$ cat src/rtl/fsync_tx_pkg.sv
`timescale 1ns/1ps
package fsync_tx_pkg;

  typedef enum logic [1:0] {
    ST_IDLE  = 2'd0,
    ST_DELAY = 2'd1,
    ST_SHIFT = 2'd2
  } tx_state_e;

  localparam int unsigned DLY_W = 2;

  // delay code 3 behaves as 2
  function automatic logic [DLY_W-1:0] eff_dly(input logic [DLY_W-1:0] code);
    return (code == 2'd3) ? 2'd2 : code;
  endfunction

endpackage

$ cat src/rtl/fsync_tx_buffer.sv
`timescale 1ns/1ps
module fsync_tx_buffer #(
  parameter int unsigned WORD_W = 8
) (
  input  logic              clk_i,
  input  logic              rst_ni,
  input  logic              tx_rst_i,
  input  logic              wr_en_i,
  input  logic [WORD_W-1:0] wr_data_i,
  input  logic              load_i,
  output logic [WORD_W-1:0] buf_o,
  output logic              full_o,
  output logic              ready_o
);

  logic [WORD_W-1:0] buf_q;
  logic              full_q, full_d;
  logic              ready_q;

  always_comb begin
    if (tx_rst_i)     full_d = 1'b0;
    else if (wr_en_i) full_d = 1'b1;
    else if (load_i)  full_d = 1'b0;
    else              full_d = full_q;
  end

  always_ff @(posedge clk_i or negedge rst_ni) begin
    if (!rst_ni) begin
      buf_q   <= '0;
      full_q  <= 1'b0;
      ready_q <= 1'b0;
    end else begin
      if (wr_en_i && !tx_rst_i) buf_q <= wr_data_i;
      full_q  <= full_d;
      ready_q <= !tx_rst_i && !full_d;
    end
  end

  assign buf_o   = buf_q;
  assign full_o  = full_q;
  assign ready_o = ready_q;

endmodule

$ cat src/rtl/fsync_tx_shifter.sv
`timescale 1ns/1ps
module fsync_tx_shifter
  import fsync_tx_pkg::*;
#(
  parameter int unsigned WORD_W = 8
) (
  input  logic              clk_i,
  input  logic              rst_ni,
  input  logic              tx_rst_i,
  input  logic              word_avail_i,
  input  logic [WORD_W-1:0] word_i,
  input  logic              fs_i,
  input  logic [DLY_W-1:0]  dly_i,
  input  logic              fs_ignore_i,
  output logic              load_o,
  output logic              unexp_o,
  output logic              dx_o
);

  localparam int unsigned BIT_W = (WORD_W > 1) ? $clog2(WORD_W) : 1;
  localparam logic [BIT_W-1:0] LAST_BIT = BIT_W'(WORD_W - 1);

  tx_state_e         state_q;
  logic [WORD_W-1:0] word_q;
  logic              loaded_q;
  logic [BIT_W-1:0]  bit_q;
  logic [DLY_W-1:0]  cnt_q;
  logic [DLY_W-1:0]  dly_eff;

  logic last_bit, in_frame, unexp, load, have_word, start;

  assign dly_eff = eff_dly(dly_i);

  always_comb begin
    last_bit  = (state_q == ST_SHIFT) && (bit_q == LAST_BIT);
    in_frame  = (state_q == ST_DELAY) || ((state_q == ST_SHIFT) && !last_bit);
    unexp     = fs_i && in_frame && !fs_ignore_i;
    load      = word_avail_i && (!loaded_q || last_bit);
    // a word is ready to frame: loaded and idle, or arriving this edge
    have_word = ((state_q == ST_IDLE) && loaded_q) || load;
    start     = fs_i && !in_frame && have_word;
  end

  always_ff @(posedge clk_i or negedge rst_ni) begin
    if (!rst_ni) begin
      state_q  <= ST_IDLE;
      word_q   <= '0;
      loaded_q <= 1'b0;
      bit_q    <= '0;
      cnt_q    <= '0;
    end else if (tx_rst_i) begin
      state_q  <= ST_IDLE;
      loaded_q <= 1'b0;
      bit_q    <= '0;
      cnt_q    <= '0;
    end else begin
      if (load) word_q <= word_i;

      if (start || unexp) begin
        bit_q <= '0;
        if (dly_eff == '0) begin
          state_q <= ST_SHIFT;
        end else begin
          state_q <= ST_DELAY;
          cnt_q   <= dly_eff - 2'd1;
        end
      end else begin
        unique case (state_q)
          ST_DELAY: begin
            if (cnt_q == '0) begin
              state_q <= ST_SHIFT;
              bit_q   <= '0;
            end else begin
              cnt_q <= cnt_q - 2'd1;
            end
          end
          ST_SHIFT: begin
            if (last_bit) state_q <= ST_IDLE;
            else          bit_q   <= bit_q + 1'b1;
          end
          default: ;
        endcase
      end

      if (load)          loaded_q <= 1'b1;
      else if (last_bit) loaded_q <= 1'b0;
    end
  end

  assign load_o  = load && !tx_rst_i;
  assign unexp_o = unexp && !tx_rst_i;
  assign dx_o    = (state_q == ST_SHIFT) ? word_q[LAST_BIT - bit_q] : 1'b0;

endmodule

$ cat src/rtl/fsync_tx_irq.sv
`timescale 1ns/1ps
module fsync_tx_irq (
  input  logic       clk_i,
  input  logic       rst_ni,
  input  logic       tx_rst_i,
  input  logic       unexp_i,
  input  logic       err_clr_i,
  input  logic       ready_i,
  input  logic [1:0] int_mode_i,
  output logic       sync_err_o,
  output logic       irq_o
);

  logic err_q, pulse_q;

  always_ff @(posedge clk_i or negedge rst_ni) begin
    if (!rst_ni) begin
      err_q   <= 1'b0;
      pulse_q <= 1'b0;
    end else if (tx_rst_i) begin
      err_q   <= 1'b0;
      pulse_q <= 1'b0;
    end else begin
      pulse_q <= unexp_i;
      if (unexp_i)        err_q <= 1'b1;
      else if (err_clr_i) err_q <= 1'b0;
    end
  end

  always_comb begin
    unique case (int_mode_i)
      2'b00:   irq_o = ready_i;
      2'b11:   irq_o = pulse_q;
      default: irq_o = 1'b0;
    endcase
  end

  assign sync_err_o = err_q;

endmodule

$ cat src/rtl/fsync_tx_port.sv
`timescale 1ns/1ps
module fsync_tx_port
  import fsync_tx_pkg::*;
#(
  parameter int unsigned WORD_W = 8
) (
  input  logic              clk_i,
  input  logic              rst_ni,
  input  logic              tx_rst_i,
  input  logic              wr_en_i,
  input  logic [WORD_W-1:0] wr_data_i,
  input  logic              fs_i,
  input  logic [1:0]        dly_i,
  input  logic              fs_ignore_i,
  input  logic [1:0]        int_mode_i,
  input  logic              err_clr_i,
  output logic              dx_o,
  output logic              ready_o,
  output logic              sync_err_o,
  output logic              irq_o
);

  logic [WORD_W-1:0] buf_word;
  logic              buf_full, load, unexp, ready;

  fsync_tx_buffer #(.WORD_W(WORD_W)) u_buf (
    .clk_i     (clk_i),
    .rst_ni    (rst_ni),
    .tx_rst_i  (tx_rst_i),
    .wr_en_i   (wr_en_i),
    .wr_data_i (wr_data_i),
    .load_i    (load),
    .buf_o     (buf_word),
    .full_o    (buf_full),
    .ready_o   (ready)
  );

  fsync_tx_shifter #(.WORD_W(WORD_W)) u_shift (
    .clk_i        (clk_i),
    .rst_ni       (rst_ni),
    .tx_rst_i     (tx_rst_i),
    .word_avail_i (buf_full),
    .word_i       (buf_word),
    .fs_i         (fs_i),
    .dly_i        (dly_i),
    .fs_ignore_i  (fs_ignore_i),
    .load_o       (load),
    .unexp_o      (unexp),
    .dx_o         (dx_o)
  );

  fsync_tx_irq u_irq (
    .clk_i      (clk_i),
    .rst_ni     (rst_ni),
    .tx_rst_i   (tx_rst_i),
    .unexp_i    (unexp),
    .err_clr_i  (err_clr_i),
    .ready_i    (ready),
    .int_mode_i (int_mode_i),
    .sync_err_o (sync_err_o),
    .irq_o      (irq_o)
  );

  assign ready_o = ready;

endmodule

$ cat config.mk
export PLATFORM = sky130hd
export DESIGN_NAME = fsync_tx_port
export DESIGN_NICKNAME = d
export VERILOG_FILES = /design/src/rtl/fsync_tx_pkg.sv /design/src/rtl/fsync_tx_buffer.sv /design/src/rtl/fsync_tx_shifter.sv /design/src/rtl/fsync_tx_irq.sv /design/src/rtl/fsync_tx_port.sv
export SDC_FILE = /design/constraint.sdc
export NUM_CORES = 1
export LEC_CHECK = 0
export BUFFER_PORTS_ARGS = -buffer_cell sky130_fd_sc_hd__buf_2
export CORE_ASPECT_RATIO = 1.4
export CORE_MARGIN = 2
export CORE_UTILIZATION = 55
export CTS_BUF_LIST = sky130_fd_sc_hd__clkbuf_8
export DETAILED_ROUTE_END_ITERATION = 7
export GPL_TIMING_DRIVEN = 1
export PLACE_DENSITY = 0.84
export SLEW_MARGIN = 20
export SYNTH_ARGS = -nofsm -noshare
export SYNTH_HDL_FRONTEND = slang
export SYNTH_SLANG_ARGS = --single-unit
$ cat constraint.sdc
create_clock -name clk_i -period 2.8 [get_ports clk_i]
set_input_delay 0.56 -clock clk_i [delete_from_list [all_inputs] [get_ports clk_i]]
set_output_delay 0.56 -clock clk_i [all_outputs]
set_load 0.01 [all_outputs]
## After elaboration in Yosys (flattened, before gate mapping)

Index checks and enable logic that the tools add are counted.

- Register bits: 28
- Output and inout bits: 4
- Input port bits: 19
- Logic and storage cells: 91

- Add/subtract/negate cells: 4
- Magnitude comparators: 1
- Bitwise gates (word level): 1
- Equal/unequal tests: 10
- Reductions and logical operators: 34
- Mux-type cells: 31

Operator list:

| cell | count |
|---|---|
| two-way mux 2 bit | 11 |
| logical AND 1 bit | 12 |
| two-way mux 1 bit | 12 |
| two-way mux 3 bit | 4 |
| AND reduction 3 bit | 3 |
| nonzero test 3 bit | 3 |
| logical NOT 2 bit | 4 |
| inequality test 4 bit, second input constant | 2 |
| equality test 2 bit, second input constant | 3 |
| logical NOT 1 bit | 6 |
| one-hot mux 3 bit (2 select lines) | 1 |
| logical OR 1 bit | 4 |
| less-than comparator 3 x 4 -> 1 bit, second input constant | 1 |
| inequality test 4 x 3 -> 1 bit, second input constant | 1 |
| one-hot mux 2 bit (2 select lines) | 1 |
| nonzero test 4 bit | 1 |
| subtractor 2 x 1 -> 2 bit, second input constant | 2 |
| adder 3 x 1 -> 3 bit, second input constant | 1 |
| binary-select mux 1 bit (select 3 bit) | 1 |
| equality test 3 bit, second input constant | 1 |
| inequality test 3 x 2 -> 1 bit, second input constant | 1 |
| inequality test 3 bit, second input constant | 1 |
| subtractor 3 bit, first input constant | 1 |
| equality test 2 x 1 -> 1 bit, second input constant | 1 |
| other kinds (3) | 3 |

## Depth between registers and ports, before layout

Gate-level depths: netlist of run 1.

- Depth in word-level cells: 11
- Mapped depth: 8
- Mapped depth without buffers: 6

## Hierarchy

Synthesis of run 1 repeated with hierarchy kept, for this count alone.

- Cells, all modules: 117
- Area total of the unflattened synthesis: 1463.9 sq um

Modules (own cells, without submodules):

| module | seq. area each (sq um) | area an instance (sq um) | instances | cells each |
|---|---|---|---|---|
| fsync_tx_shifter | 400.4 | 929.6 | 1 | 81 |
| fsync_tx_buffer | 250.2 | 417.9 | 1 | 24 |
| fsync_tx_irq | 50.0 | 116.4 | 1 | 12 |

## Worst setup path after synthesis of run 1

Ideal clock, no wire load.

- Path kind: register to register
- Start point: register u_shift.bit_q[0]
- End point: register u_shift.word_q[0]
- Setup time: 0.125 ns
- Period minus slack after synthesis: 1.883 ns
- Data required time: 2.675 ns
- Cell stages (with the launch flop): 6
- Buffers on the path: 0
- Slack: 0.917 ns
- Arrival: 1.758 ns
- Cells stage by stage: dfrtp_1 -> ha_1 -> ha_1 -> a21boi_2 -> nor3b_4 -> mux2_4

- Word-level cells in the longest chain between the ends: 5

RTL lines:

| what | line | text |
|---|---|---|
| start: declaration | fsync_tx_shifter.sv:26 | `logic [BIT_W-1:0] bit_q;` |
| start signal: assignment | fsync_tx_shifter.sv:79 | `else bit_q <= bit_q + 1'b1;` |
| equality test 3 bit | fsync_tx_shifter.sv:35 | `last_bit = (state_q == ST_SHIFT) && (bit_q == LAST_BIT);` |
| logical AND 1 bit | fsync_tx_shifter.sv:35 |  |
| logical OR 1 bit | fsync_tx_shifter.sv:38 | `load = word_avail_i && (!loaded_q \|\| last_bit);` |
| logical AND 1 bit | fsync_tx_shifter.sv:38 |  |
| AND reduction 2 bit (no source line) | n/a |  |
| end signal: assignment | fsync_tx_shifter.sv:57 | `if (load) word_q <= word_i;` |
| end: declaration | fsync_tx_shifter.sv:24 | `logic [WORD_W-1:0] word_q;` |

No other way between the ends.
A chain may end at the register's enable or synchronous reset.

## Worst setup path in the final report of run 1

- Start point: register u_shift.bit_q[0]
- End point: output port dx_o

- Word-level cells in the longest chain between the ends: 4

RTL lines:

| what | line | text |
|---|---|---|
| subtractor 3 bit | fsync_tx_shifter.sv:92 | `assign dx_o = (state_q == ST_SHIFT) ? word_q[LAST_BIT - bit_q] : 1'b0;` |
| binary-select mux 1 bit (select 3 bit) | fsync_tx_shifter.sv:92 |  |
| two-way mux 1 bit (not written as such) | fsync_tx_shifter.sv:92 |  |
| two-way mux 1 bit | fsync_tx_shifter.sv:92 |  |
| end: declaration | fsync_tx_port.sv:17 | `output logic dx_o,` |

No other way between the ends. The select of a mux whose other input is x is not followed.

==> results of run 1 <==
[flip-flops by register name (all words and copies together) (netlist names)]
| name | flops |
|---|---|
| u_shift.bit_q | 3 |
| u_shift.word_q | 8 |
| u_irq.sync_err_o | 1 |
| u_buf.full_o | 1 |
| u_shift.state_q | 2 |
| u_buf.buf_o | 8 |
| u_irq.pulse_q | 1 |
| u_shift.cnt_q | 2 |
| u_buf.ready_o | 1 |
| u_shift.loaded_q | 1 |
[cell families (layout without fill, tap and decap cells)]
logic type	Yosys count	count (layout)	synth area share, %
simple gates	34	34	13.2
buf+inv	11	32	3.79
fa+ha+maj	7	7	5.77
flops	28	28	46.1
mux	22	22	20.1
compound gates	18	18	11.0
[Yosys cell counts, types with 3 or more instances]
master,n
inv_1,6
ha_1,7
o21ai_0,3
mux2_4,10
nand2_1,5
nor2_1,8
nor2b_1,5
mux2_2,8
a311oi_2,3
a21oi_1,5
nand2b_1,3
nand3_1,3
dfrtp_1,28
[cell type report]
| class | count | area [um^2] |
|---|---|---|
| Clock inverter | 1 | 30.0 |
| Clock buffer | 3 | 41.3 |
| Fill cell | 198 | 905 |
| Multi-Input combinational cell | 81 | 761 |
| Inverter | 6 | 22.5 |
| Timing Repair Buffer | 22 | 110 |
| Sequential cell | 28 | 701 |
| Tap cell | 36 | 45.0 |
[final timing paths]
path	from	end	slack, ps	cells past startpoint
min in group clk_i	wr_data_i[0]	u_buf.buf_o[0]	500	2
max reg2reg	u_shift.bit_q[0]	u_shift.state_q[1]	540	6
max in group asynchronous	rst_ni	u_shift.word_q[5]	2120	1
max	u_shift.bit_q[0]	dx_o	510	4
min reg2reg	u_buf.buf_o[4]	u_shift.word_q[4]	520	1
min	rst_ni	u_shift.bit_q[0]	280	1
[routing by layer]
layer	share of wire [%]	global-route usage [%]	vias to the layer above	wire length, um
li1	-	-	466	-
met1	41	21.4	464	1110
met2	49	34.5	27	1330
met3	4.2	4.07	11	113
met4	5.1	16.8	0	136
met5	0	0	-	0
[worst max-delay path: stages (launching register included)]
cell     delay [ps]
dfrtp_1         480
mux4_2          540
mux2i_1         200
nor2b_1          80
buf_2           140
[where the power goes]
part	switching (mW)	leakage (nW)	internal [mW]	total (mW)
Clock	0.128	0.0357	0.192	0.320
Combinational	0.149	0.376	0.173	0.322
Sequential	0.0510	0.352	0.477	0.528
==> impl_metrics.toml, run 1 <==
[timing]
fin_crit_ps = 2290
worst_clock_skew_ps = 6.12
hold_violations = 0
clock.fmax_mhz = 438
fin_tns_setup_ps = 0
min_period_over_period_pct = 81.6
fin_ws_ps = 515
hold-worst-slack_ps = 282
relSlewSlack_pct = 51.8
final-max-slew-violation-count = 0
rsz0062_at_grt = "false"
setup_viol = 0
worst_pin_slew_ps = 722

[floorplanning]
num_rows = 22
die_height_um = 66.2
start_util_pct = 58.1
io_pins = 23
core-area_mm2 = 0.00262
fp.dieW_um = 48.4
die_area_mm2 = 0.00320

[pwr]
vdd_drop_max_v = 0.000523
powerDensity_mw_per_mm2 = 684
p_leak_nw = 0.763
power_mw = 1.17

[synthesis]
yosys_warnings = 0
synth_area_leaders = "dfrtp_1 46%, mux2_4 9.9%, mux2_2 5.9%, ha_1 5.8%, a311oi_2 3.0%"
synth_edf_count = 0
yosys.area.top_type = "dfrtp_1"
synthFlopType = "dfrtp_1"
syn_avg_cell_area_um2 = 12.7
yosysSeqAreaShare_pct = 46.1
synth_top_area_share_pct = 46.1
ys_seq_elements = 28
synthCells = 120
post_synth_num_cell_types = 33
synthesis.area_mm2 = 0.00152
syn-num-nets = 146
ys_async_sr_fraction_pct = 100

[clocking]
cts_htree_levels = 1
clk_pin_slew_ps = 100
root_buffer = "clkbuf_8"
cts_max_path_buffers = 2
cts_setup_buffers = 0
cts_sinks = 28
numCtsBuffers = 3
worstSkewPairLatency_ps = 280
post_cts_resized = 0
hold_buffers = 0
cts_tree = "yes"

[global_routing]
grtUsageTotal_pct = 20.1
grt_start_max_net_pins = 29
grt_first_pass_wirelength_um = 4660
grt_pass1_vias = 1020
grt_overflow_total = 0
antenna_found_initial = 0

[routing]
vias_per_cell = 5.47
drtPass1Iterations = 4
wirelength_um = 2690
drcViolationCount = 0
drt-initial-drc-count = 10
routedWlPerCell_um = 15.2
vias = 968
ant_nets = 0

[final_layout]
diodes = 0
final_cell_mix = "28 x dfrtp_1, 22 x buf_2, 10 x mux2_4, 8 x nor2_1, 8 x mux2_2"
area_delta_synth_final_pct = 12.6
drive_above_1_share_pct = 41.1
fin_util_pct = 65.4
final_nets = 168
layout_commonest_cell = "dfrtp_1"
final_cells = 177
design_area_mm2 = 0.00171

[critical_path]
crit_path_start_kind = "register"
crit_arrival_ps = 1730
required_ps = 2240
path_class = "reg -> out"
endpoint_kind = "output port"
cp_max_fo = 6

[hold_path]
min_path_type = "in -> async"

[outcome]
outcome = "complete, no violations"

[place]
gp_congestion = 0.805
place_area_mm2 = 0.00164
detailedPlace.worstSlack_ps = 580
numPortBuffers = 22
placed_cells = 173
hpwl_um = 2030

[run]
maxCapViolations = 0
No activity file was read; power rests on OpenSTA's default activity.
==> run 2, diff against run 1 <==
--- a/config.mk
+++ b/config.mk
@@ -5,10 +5,11 @@
 export SDC_FILE = /design/constraint.sdc
 export NUM_CORES = 1
 export LEC_CHECK = 0
+export ABC_AREA = 1
 export BUFFER_PORTS_ARGS = -buffer_cell sky130_fd_sc_hd__buf_2
 export CORE_ASPECT_RATIO = 1.4
 export CORE_MARGIN = 2
-export CORE_UTILIZATION = 55
+export CORE_UTILIZATION = 52
 export CTS_BUF_LIST = sky130_fd_sc_hd__clkbuf_8
 export DETAILED_ROUTE_END_ITERATION = 7
 export GPL_TIMING_DRIVEN = 1
==> constraint.sdc (replaced) <==
create_clock -name clk_i -period 2 [get_ports clk_i]
set_input_delay 0.4 -clock clk_i [delete_from_list [all_inputs] [get_ports clk_i]]
set_output_delay 0.4 -clock clk_i [all_outputs]
set_load 0.01 [all_outputs]
==> run 2 against run 1 <==
Against the previous run:
- die area fell by 2.2%
- sequential cell count did not move
- combinational power rose by 80%
- synthesized cell count rose by 42%
- clock power fell by 9.1%
- register-to-register slack got worse by 480 ps
- critical path type unchanged
- largest power group unchanged
==> impl_metrics.toml, run 2 <==
[final_layout]
final_cell_mix = "27 x nand2_1, 27 x dfrtp_1, 24 x inv_1, 22 x buf_2"
final_nets = 227
final_cells = 235
fillers = 248
multiInputGateArea_um2 = 624
seq_area_um2 = 702
area_delta_synth_final_pct = 18.7
drive_above_1_share_pct = 24.6
design_area_mm2 = 0.00167
diodes = 0

[hold_path]
min_path_type = "in -> async"

[routing]
vias = 1220
drt-initial-drc-count = 24
drtPass1Iterations = 4
routedWlPerCell_um = 12.3
wirelength_um = 2900
routed.top_layer = "met4"
route.met2.wl_um = 1620
drcViolationCount = 0
ant_nets = 0
wl_met3_um = 63
wl_met1_um = 1160
vias_per_cell = 5.19

[pwr]
powerDensity_mw_per_mm2 = 963
pwr-share-seq_pct = 45.8
switching_share_pct = 36.3
vdd_drop_max_v = 0.000689
power_frac_comb_pct = 36.1
p_leak_nw = 0.871
internal_power_mw = 1.02
p_switching_mw = 0.581
clockPowerShare_pct = 18.2

[timing]
final-max-slew-violation-count = 0
clock.fmax_mhz = 511
setup_viol = 0
hold_violations = 0
min_period_over_period_pct = 97.9
worst_clock_skew_ps = 2.40
fin_crit_ps = 1960
fin_ws_ps = 41.4
worst_pin_slew_ps = 607
relSlewSlack_pct = 59.5

[synthesis]
yosys.area.top_type = "dfrtp_1"
synthXorXnorAreaFrac_pct = 0
synth_common_cells = "30 x nand2_1, 28 x dfrtp_1, 25 x inv_1"
synthCells = 170
synth_most_common_cell = "nand2_1"
ys_seq_elements = 28
syn_avg_cell_area_um2 = 8.25
yosys.area_share.simple_pct = 21.9
muxShareOfSynthArea_pct = 0
synth_top_area_share_pct = 50.0
synth_area_leaders = "dfrtp_1 50%, nand2_1 8.0%, o21ai_0 7.1%, inv_1 6.7%, ha_1 6.2%"
synth_edf_count = 0
syn-num-nets = 196
post_synth_num_cell_types = 20
synthesis.area_mm2 = 0.00140
synth_top_family_by_area = "simple AND/OR/NAND/NOR gates"
synthFlopType = "dfrtp_1"
ys_async_sr_fraction_pct = 100
synth_fa_ha_area_share_pct = 6.24
yosys_warnings = 0
synth_compound_area_share_pct = 14.3
yosysSeqAreaShare_pct = 50.0

[floorplanning]
num_rows = 22
io_pins = 23
fp.dieW_um = 47.9
start_util_pct = 54.2
die_height_um = 65.5
core-area_mm2 = 0.00259
die_area_mm2 = 0.00313

[place]
numPortBuffers = 22
hpwl_um = 2050
place_area_mm2 = 0.00156
gp_congestion = 0.834
placed_cells = 227
detailedPlace.worstSlack_ps = 96.9

[clocking]
numCtsBuffers = 3
worstSkewPairLatency_ps = 260
cts_tree = "yes"
cts_max_path_buffers = 2
clk_pin_slew_ps = 90
root_buffer = "clkbuf_8"
hold_buffers = 0
cts_sinks = 28
cts_htree_levels = 1

[global_routing]
grtUsageTotal_pct = 19.8
grt_overflow_total = 0
grt_first_pass_wirelength_um = 4630
grt_start_max_net_pins = 29
grt_pass1_vias = 1215
antenna_found_initial = 0

[critical_path]
cp-startpoint = "u_shift.bit_q[0]"
endpoint_kind = "output port"
required_ps = 1600
cp_max_fo = 6
rr_startpoint = "u_shift.bit_q[1]"
crit_arrival_ps = 1560
crit_path_start_kind = "register"
path_class = "reg -> out"

[run]
maxCapViolations = 0

[outcome]
outcome = "complete, no violations"
==> run 2: cell types whose count changed after synthesis, sizes merged, moves of 4 or more <==
cell / before / now
inv: 6 / 26
a21oi: 5 / 13
nand3: 3 / 7
nand2: 6 / 33
nor2: 8 / 23
nand4: 0 / 5
mux2: 18 / 0
nor2b: 5 / 0
o21ai: 4 / 23
==> run 2: logic make-up after synthesis <==
group,count (synthesis)
buffers and inverters,28
AOI/OAI and AO/OA,38
adders and majority gates,7
DFF,28
and+or+nand+nor,69
==> run 2: power by group through the flow <==
| stage | Clock (mW) | Combinational [mW] | Sequential [mW] |
|---|---|---|---|
| floorplan | 0 | 0.365 | 0.728 |
| global placement | 0 | 0.459 | 0.740 |
| detailed placement | 0 | 0.487 | 0.749 |
| CTS | 0.295 | 0.491 | 0.738 |
| global route | 0.318 | 0.654 | 0.746 |
| finish | 0.291 | 0.578 | 0.734 |
==> run 2: final timing paths <==
path,end,slack [ps],cells past startpoint
setup / recovery,dx_o,40,7
hold / removal,u_shift.cnt_q[1],140,1
setup reg to reg,u_shift.bit_q[0],60,12
hold reg to reg,u_shift.word_q[6],500,2
max in group asynchronous,u_shift.bit_q[0],1430,1
min in group clk_i,u_buf.buf_o[7],380,3
==> run 2: area by class of cell <==
type / count / area share (%)
timing repair buffer: 28 / 9.32
sequential: 28 / 42.1
tap: 36 / 2.70
inverter: 26 / 5.86
multi-input combinational: 114 / 37.5
clock buffer: 3 / 2.48
==> run 2: per-layer routing <==
| metal | vias to the layer above | global-route usage [%] |
|---|---|---|
| met1 | 581 | 24.1 |
| met5 | - | 0 |
| met2 | 26 | 33.7 |
| li1 | 605 | - |
| met3 | 8 | 2.47 |
| met4 | 0 | 7.77 |
==> run 2: metrics by stage <==
step | utilization (%) | power (mW) | hold slack, ps | setup TNS (ps)
detailed placement | 60.1 | 1.24 | 447 | 0
global placement | 60.1 | 1.20 | 438 | 0
global route | 64.4 | 1.72 | 181 | -150
CTS | 61.7 | 1.52 | 159 | 0
finish | 64.4 | 1.60 | 138 | 0
floorplan | - | 1.09 | 104 | 0
==> run 2: worst max-delay path, cell delays in order (launching register included) <==
cell and delay [ps]:
dfrtp_2 410, buf_4 150, inv_2 90, o21ai_0 90, o22ai_1 130, o21ai_0 90, a31oi_1 180, buf_2 160
==> run 2: repair_timing <==
action,in CTS,in global routing
gates resized for setup,0,11
setup buffers,0,5
setup endpoints to repair,0,7
